**src/rtl/flash_id_probe.sv**
```systemverilog
module flash_id_probe #(
  parameter int ADDR_W     = 16,
  parameter int DLY_W      = 24,
  parameter int DFLT_ENTER = 1000000,
  parameter int DFLT_EXIT  = 4000,
  parameter int GAP        = 1000
) (
  input  logic              clk,
  input  logic              rst_n,
  input  logic              start,
  input  logic [1:0]        cfg_timing,
  input  logic [DLY_W-1:0]  cfg_delay,
  input  logic              cfg_long_reset,
  input  logic              cfg_shifted,
  input  logic [15:0]       exp_mfr,
  input  logic [15:0]       exp_dev,
  output logic              bus_req,
  output logic              bus_we,
  output logic [ADDR_W-1:0] bus_addr,
  output logic [7:0]        bus_wdata,
  input  logic              bus_ack,
  input  logic [7:0]        bus_rdata,
  output logic              busy,
  output logic              done,
  output logic              aborted,
  output logic [15:0]       mfr_id,
  output logic [15:0]       dev_id,
  output logic              parity_err,
  output logic              mfr_as_array,
  output logic              dev_as_array,
  output logic              id_match
);

  localparam logic [ADDR_W-1:0] A_HI   = ADDR_W'(16'h5555);
  localparam logic [ADDR_W-1:0] A_LO   = ADDR_W'(16'h2AAA);
  localparam logic [ADDR_W-1:0] A_MEXT = ADDR_W'(16'h0100);
  localparam logic [ADDR_W-1:0] A_DEXT = ADDR_W'(16'h0101);
  localparam logic [7:0] C_UNLK1 = 8'hAA, C_UNLK2 = 8'h55, C_IDENT = 8'h90, C_RESET = 8'hF0;
  localparam logic [7:0] CONT = 8'h7F;

  typedef enum logic [4:0] {
    IDLE, RS_U1, RS_U2, RS_F0, EN_U1, EN_U2, EN_90,
    RD_M, RD_MX, RD_D, RD_DX, EX_U1, EX_U2, EX_F0,
    RR_M, RR_MX, RR_D, RR_DX
  } st_t;

  st_t              st, nxt;
  logic [DLY_W-1:0] tmr, post;
  logic [DLY_W-1:0] ent_q, ext_q, ent_c, ext_c;
  logic             long_q, shift_q, valid;
  logic [15:0]      mfr, dev, mfr_rr, dev_rr;
  logic [ADDR_W-1:0] prim, sec;
  logic [DLY_W-1:0] gap_x, gap_e;
  logic             acc, is7f;

  assign prim  = shift_q ? A_LO : A_HI;
  assign sec   = shift_q ? A_HI : A_LO;
  assign gap_x = (ext_q != '0) ? DLY_W'(GAP) : '0;
  assign gap_e = (ent_q != '0) ? DLY_W'(GAP) : '0;
  assign is7f  = (bus_rdata == CONT);

  assign ent_c = (cfg_timing == 2'd0) ? cfg_delay :
                 (cfg_timing == 2'd2) ? DLY_W'(DFLT_ENTER) : '0;
  assign ext_c = (cfg_timing == 2'd0) ? cfg_delay :
                 (cfg_timing == 2'd2) ? DLY_W'(DFLT_EXIT) : '0;

  assign busy    = (st != IDLE);
  assign bus_req = busy && (tmr == '0);
  assign acc     = bus_req && bus_ack;

  always_comb begin
    bus_we    = 1'b0;
    bus_addr  = '0;
    bus_wdata = 8'h00;
    nxt       = st;
    post      = '0;
    case (st)
      RS_U1: begin bus_we = 1'b1; bus_addr = prim; bus_wdata = C_UNLK1; nxt = RS_U2; post = gap_x; end
      RS_U2: begin bus_we = 1'b1; bus_addr = sec;  bus_wdata = C_UNLK2; nxt = RS_F0; post = gap_x; end
      RS_F0: begin bus_we = 1'b1; bus_addr = prim; bus_wdata = C_RESET; nxt = EN_U1; post = ext_q; end
      EN_U1: begin bus_we = 1'b1; bus_addr = prim; bus_wdata = C_UNLK1; nxt = EN_U2; post = gap_e; end
      EN_U2: begin bus_we = 1'b1; bus_addr = sec;  bus_wdata = C_UNLK2; nxt = EN_90; post = gap_e; end
      EN_90: begin bus_we = 1'b1; bus_addr = prim; bus_wdata = C_IDENT; nxt = RD_M;  post = ent_q; end
      RD_M:  begin bus_addr = '0;     nxt = is7f ? RD_MX : RD_D; end
      RD_MX: begin bus_addr = A_MEXT; nxt = RD_D; end
      RD_D:  begin bus_addr = shift_q ? ADDR_W'(2) : ADDR_W'(1);
                   nxt = is7f ? RD_DX : (long_q ? EX_U1 : EX_F0); end
      RD_DX: begin bus_addr = A_DEXT; nxt = long_q ? EX_U1 : EX_F0; end
      EX_U1: begin bus_we = 1'b1; bus_addr = prim; bus_wdata = C_UNLK1; nxt = EX_U2; post = gap_x; end
      EX_U2: begin bus_we = 1'b1; bus_addr = sec;  bus_wdata = C_UNLK2; nxt = EX_F0; post = gap_x; end
      EX_F0: begin bus_we = 1'b1; bus_addr = prim; bus_wdata = C_RESET; nxt = RR_M;  post = ext_q; end
      RR_M:  begin bus_addr = '0;     nxt = is7f ? RR_MX : RR_D; end
      RR_MX: begin bus_addr = A_MEXT; nxt = RR_D; end
      RR_D:  begin bus_addr = shift_q ? ADDR_W'(2) : ADDR_W'(1); nxt = is7f ? RR_DX : IDLE; end
      RR_DX: begin bus_addr = A_DEXT; nxt = IDLE; end
      default: ;
    endcase
  end

  always_ff @(posedge clk) begin
    if (!rst_n) begin
      st <= IDLE; tmr <= '0; ent_q <= '0; ext_q <= '0;
      long_q <= 1'b0; shift_q <= 1'b0; valid <= 1'b0;
      done <= 1'b0; aborted <= 1'b0;
      mfr <= '0; dev <= '0; mfr_rr <= '0; dev_rr <= '0;
    end else begin
      done <= 1'b0;
      if (st == IDLE) begin
        if (start) begin
          valid   <= 1'b0;
          ent_q   <= ent_c;
          ext_q   <= ext_c;
          long_q  <= cfg_long_reset;
          shift_q <= cfg_shifted;
          if (cfg_timing == 2'd3) begin
            aborted <= 1'b1;
            done    <= 1'b1;
          end else begin
            aborted <= 1'b0;
            tmr     <= ent_c;
            st      <= cfg_long_reset ? RS_U1 : RS_F0;
          end
        end
      end else if (tmr != '0) begin
        tmr <= tmr - 1'b1;
      end else if (acc) begin
        st  <= nxt;
        tmr <= post;
        case (st)
          RD_M:  mfr    <= {8'h00, bus_rdata};
          RD_MX: mfr    <= {mfr[7:0], bus_rdata};
          RD_D:  dev    <= {8'h00, bus_rdata};
          RD_DX: dev    <= {dev[7:0], bus_rdata};
          RR_M:  mfr_rr <= {8'h00, bus_rdata};
          RR_MX: mfr_rr <= {mfr_rr[7:0], bus_rdata};
          RR_D:  dev_rr <= {8'h00, bus_rdata};
          RR_DX: dev_rr <= {dev_rr[7:0], bus_rdata};
          default: ;
        endcase
        if (nxt == IDLE) begin
          done  <= 1'b1;
          valid <= 1'b1;
        end
      end
    end
  end

  assign mfr_id       = mfr;
  assign dev_id       = dev;
  assign parity_err   = valid && !(^mfr[7:0]);
  assign mfr_as_array = valid && (mfr == mfr_rr);
  assign dev_as_array = valid && (dev == dev_rr);
  assign id_match     = valid && (mfr == exp_mfr) && (dev == exp_dev);

endmodule

```
**config.mk**
```make
export PLATFORM = sky130hd
export DESIGN_NAME = flash_id_probe
export DESIGN_NICKNAME = d
export VERILOG_FILES = /design/src/rtl/flash_id_probe.sv
export SDC_FILE = /design/constraint.sdc
export NUM_CORES = 1
export LEC_CHECK = 0
export BUFFER_PORTS_ARGS = -buffer_cell sky130_fd_sc_hd__buf_2
export CAP_MARGIN = 0
export CELL_PAD_IN_SITES_DETAIL_PLACEMENT = 1
export CELL_PAD_IN_SITES_GLOBAL_PLACEMENT = 2
export CORE_ASPECT_RATIO = 1.1
export CORE_MARGIN = 8
export CORE_UTILIZATION = 33
export DETAILED_ROUTE_END_ITERATION = 8
export PLACE_DENSITY = 0.91
export SLEW_MARGIN = 20
export SYNTH_ARGS = -nofsm -noshare
export SYNTH_HDL_FRONTEND = slang
export SYNTH_SLANG_ARGS = --single-unit
```
**constraint.sdc**
```tcl
create_clock -name clk -period 3.3 [get_ports clk]
set_input_delay 0 -clock clk [delete_from_list [all_inputs] [get_ports clk]]
set_output_delay 0 -clock clk [all_outputs]
set_load 0.01 [all_outputs]
```
Word-level counts from Yosys, hierarchy flattened. Cells that the tools add are included.

Add/subtract/negate cells: 1. Equal/unequal tests: 27. Muxes and demuxes: 45. Bitwise operators: 2. Reduce and logical (&&, ||, !) cells: 42.

Operator list (number): two-way mux 24 bit (7); case mux 16 bit (2 select lines) (4); case mux 24 bit (4 select lines) (1); case mux 5 bit (17 select lines) (1); case mux 15 bit (5 select lines) (1); nonzero test 24 bit (3); == test 16 bit (4); == test 5 x 4 -> 1 bit, second input constant (8); two-way mux 5 bit (8); case mux 8 bit (4 select lines) (1); two-way mux 15 bit (2); logical NOT 24 bit (1); AND reduction 4 bit (6); subtractor 24 x 1 -> 24 bit, second input constant (1); == test 5 x 3 -> 1 bit, second input constant (4); two-way mux 10 bit (2); two-way mux 20 bit (1); two-way mux 1 bit (13); two-way mux 12 bit (1); nonzero test 2 bit (6); == test 5 x 2 -> 1 bit, second input constant (2); == test 5 bit, second input constant (2); logical NOT 5 bit (2); OR reduction 2 bit (5); other kinds (19) (31).

Register bits: 146. Input bits: 72. Output and inout bits: 65.

Logic depth before layout (Yosys ltp).
Word-level depth: 8. Mapped depth: 10. Mapped depth without buffers: 8.

Worst setup path after synthesis. No wires, ideal clock.

Path type: register to register. From: reg tmr[4]. To: reg tmr[11]. Library setup time: 122 ps. Arrival time: 2651 ps. Required time: 3178 ps. Path slack: 527 ps. Stages on the path, launching flop included: 9. Clock period less this slack: 2773 ps. Path through: dfxtp_1 -> or4_1 -> buf_2 -> or4_4 -> buf_6 -> or3_1 -> buf_2 -> o21a_4 -> o311a_1.

Longest elaborated chain between the ends: 5.

Ends and longest elaborated chain: start: declaration (line 48) `logic [DLY_W-1:0] tmr, post;`; start signal: assignment (line 120) `tmr <= ent_c;`; start signal: assignment (line 125) `tmr <= tmr - 1'b1;`; start signal: assignment (line 128) `tmr <= post;`; branches (longest 5 deep; another with subtractor 24 x 1 -> 24 bit).

Parallel ways; which one is timed is not known. A chain may end at the register's enable or synchronous reset.

Final worst setup path.
From: reg tmr[4]. To: reg tmr[16].

Same word-level chain as after synthesis.

==> key figures <==
Critical path
  • Critical path class: reg2reg
  • Crit path buffers/inverters: 1
  • Reg2reg end: tmr[16]
  • CP Data Arrival Time: roughly 3.2 ns
  • CP top delay family: simple AND/OR/NAND/NOR gates
  • Required @ worst endpoint: 3.60 ns
  • Beginning of the worst register-to-register path: tmr[4]
  • CP endpoint kind: flip-flop
  • Startpoint types: flip-flop
  • Max incr delay on CP: 0.59 ns
  • Critical Path Fanout Max: 11
  • Slowest-stage cell, CP: or4_4
  • Reg2Reg Depth: 7
  • Crit path cell chain: or4_1 -> or4_4 -> or3_1 -> buf_4 -> a221oi_1 -> a221o_1 -> a21oi_1
  • Worst reg2reg setup slack: between 0.3 and 0.4 ns

Placed design
  • Hpwl dp: approximately 21,000 microns
  • Placer congestion estimate: 0.854
  • Number of port buffers: 135

Pwr
  • Peak supply drop: slightly below 400 uV
  • Power per cell area: roughly 490 nW/um^2
  • P_leak: 3.68 nW
  • Tot Pwr: between 4 and 5 mW

Global routing
  • Initial antenna violation count: 0
  • GRT overflow: 0
  • First-pass GRT wire length: 45,900 microns
  • GRT Util Overall: between 15 and 20%
  • Largest net degree at the start of global routing: just under 70
  • Vias in the first global route: roughly 8,400

Synth
  • Synth top area share: 33.5%
  • Synth area leaders: dfxtp_1, xnor2_1, nand2_1
  • Post-synthesis sequential area ratio: 33.5%
  • Synth area leader: dfxtp_1
  • Post-Syn Area: 7960 sq um
  • Synth Instances: 1,030
  • Commonest register cell after synthesis: dfxtp_1
  • XOR/XNOR share of the synthesized area: under 10%
  • Syn_area_per_cell: 7.72 sq um
  • Syn nets: 1,104
  • Distinct cell type count after synthesis: a little under 80
  • Post-Synth Simple-Gate Area: 26.6%
  • Synthesis Warnings: 0
  • Post-synth EDFFs: 0
  • Post-synthesis adder-cell area fraction: 0.315%
  • Main combinational cell family by area after synthesis: simple AND/OR/NAND/NOR gates
  • Ys async rst share: 0%
  • Flops & latches, synth: 133
  • Synth cell count leaders: nand2_1, dfxtp_1, clkbuf_1
  • Synth Area in Compound Gates: between 20% and 30%
  • Most numerous cell in the Yosys netlist: nand2_1
  • Mux share of post-synthesis cell area: 1.13%

Layout
  • P&R area growth vs syn: 21.4%
  • # diodes: 0
  • Layout fillers: 2,901
  • Share of cells above drive strength 1: 19.5%
  • Final Net Count: 1,216
  • Post-layout util: 40.7%

Clock tree
  • Root Driver: clkbuf_16
  • Sink Count: 133
  • Max Buffers Root-to-Sink: 2
  • TritonCTS Buffers: 17
  • Post-cts sizing count: 0
  • Max H-tree Level: 4
  • Clk_lat worst skew: 0.43 ns
  • Setup bufs post-CTS: 0
  • TritonCTS clock tree: yes
  • Clock Pin Slew Worst Setup and Hold Paths: 0.06 ns

Drt
  • Drt initial violations: about 470
  • DRC violation count after routing: 0
  • Routed WL: slightly below 30,000 microns
  • Vias: between 8,000 and 9,000
  • DR vias/cell: 5.57
  • Post-detailed-route count of antenna-violating nets: 0
  • WL/cell: a little under 20 microns
  • DRT Pass-1 Iters: 5

Job
  • Max-cap violations: 0

Floorplanning
  • # IOs: 137
  • Die X: 164 microns
  • Core area: 23,700 sq um
  • Die area: 29,300 sq um
  • Core Rows: a little under 60
  • Initial Util: around 34%
  • Chip height: 179 microns

STA
  • Measured slew at the worst slew-check pin: 0.670 ns
  • Final period utilization: around 89%
  • Setup TNS: 0 ns
  • Final Hold Viols: 0
  • Setup violations, final: 0
  • Tmin final: 2.94 ns
  • RSZ-0062 raised after global routing: false
  • Max_slew headroom: approximately 55%
  • Final Max Tran Viols: 0
  • Max Clk Rate: 340 MHz
  • Max Clock Skew: 0.0115 ns

Run status
  • Status: completed

Min path
  • Hold Startpoint: bus_ack
  • Hold endpoint: st[4]
  • Hold path depth: 3
  • Min-delay worst type: in2reg
-- kinds of logic after synthesis --
group / count (synthesis)
buffers and inverters: 111
other: 1
adder cells (fa/ha/maj): 2
XOR/XNOR: 89
AND/OR/NAND/NOR: 420
multiplexers: 9
flip-flops: 133
AO/OA/AOI/OAI: 265
-- repair_timing --
item	CTS	global route
hold buffers	31	0
hold endpoints to repair	61	0
endpoints found under the setup margin	0	0
-- report_power, final --
group,internal (mW),switching [mW]
Combinational,0.430,0.689
Clock,1.04,0.767
Sequential,1.68,0.0987
Total,3.16,1.55
-- area by class of cell --
cell class              count  area (sq um)  area share [%]
multi-input cells         786          4820            49.9
flip-flops and latches    133          2660            27.6
clock buffers              18           429            4.44
clock inverters            14           128            1.32
inverters                  10          37.5           0.389
well taps                 305           382            3.95
repair buffers            194          1200            12.4
-- how the worst max path moves through the flow --
stage,endpoint,slack [ns],startpoint,cells after the start
floorplan,tmr[11],0.53,tmr[4],8
global placement,tmr[16],0.47,tmr[9],7
detailed placement,mfr_id[0],0.42,tmr[4],7
CTS,tmr[16],0.40,tmr[4],7
global route,tmr[4],0.19,tmr[4],8
finish,tmr[16],0.36,tmr[4],7
-- cell usage in the layout (no fill, tap or decap), drive strengths merged, types with 14 or more instances in the layout --
cell type    instances
nand3               56
nand2              139
dlygate4sd3         31
buf                163
clkbuf              18
nor2b               26
nand4               20
xnor2               67
a21boi              57
xor2                22
and3                14
a21oi               44
nor3                40
a31oi               17
nor2                52
dfxtp              133
o21ai               61
nor4                24
-- worst min-delay path, stage by stage --
cell and delay [ns]:
buf_2 0.21, nand3_1 0.12, a21oi_1 0.06
-- registers in the layout (all words and copies together) (netlist names) --
| name | flops |
|---|---|
| valid | 1 |
| tmr | 24 |
| aborted | 1 |
| shift_q | 1 |
| done | 1 |
| mfr_id | 16 |
| dev_rr | 16 |
| mfr_rr | 16 |
| ent_q | 24 |
| ext_q | 11 |
| st | 5 |
| dev_id | 16 |
| long_q | 1 |
-- per-stage QoR --
stage          cells  cell area [sq um]  hold WS, ns  worst slack, ns
3_5_place_dp    1397               8790        0.268            0.424
6_report        1460               9660       0.0269            0.363
3_3_place_gp    1397               8790        0.254            0.467
5_1_grt         1460               9660       0.0559            0.187
4_1_cts         1460               9660       0.0162            0.402
2_1_floorplan   1030               7960        0.135            0.527
-- routing by layer --
| layer | share of wire, % | track usage (%) |
|---|---|---|
| met5 | 0 | 0 |
| met3 | 5.1 | 3.28 |
| met4 | 2.3 | 6.94 |
| met2 | 49 | 34.6 |
| met1 | 44 | 23.7 |
(Power assumes the default switching activity.)
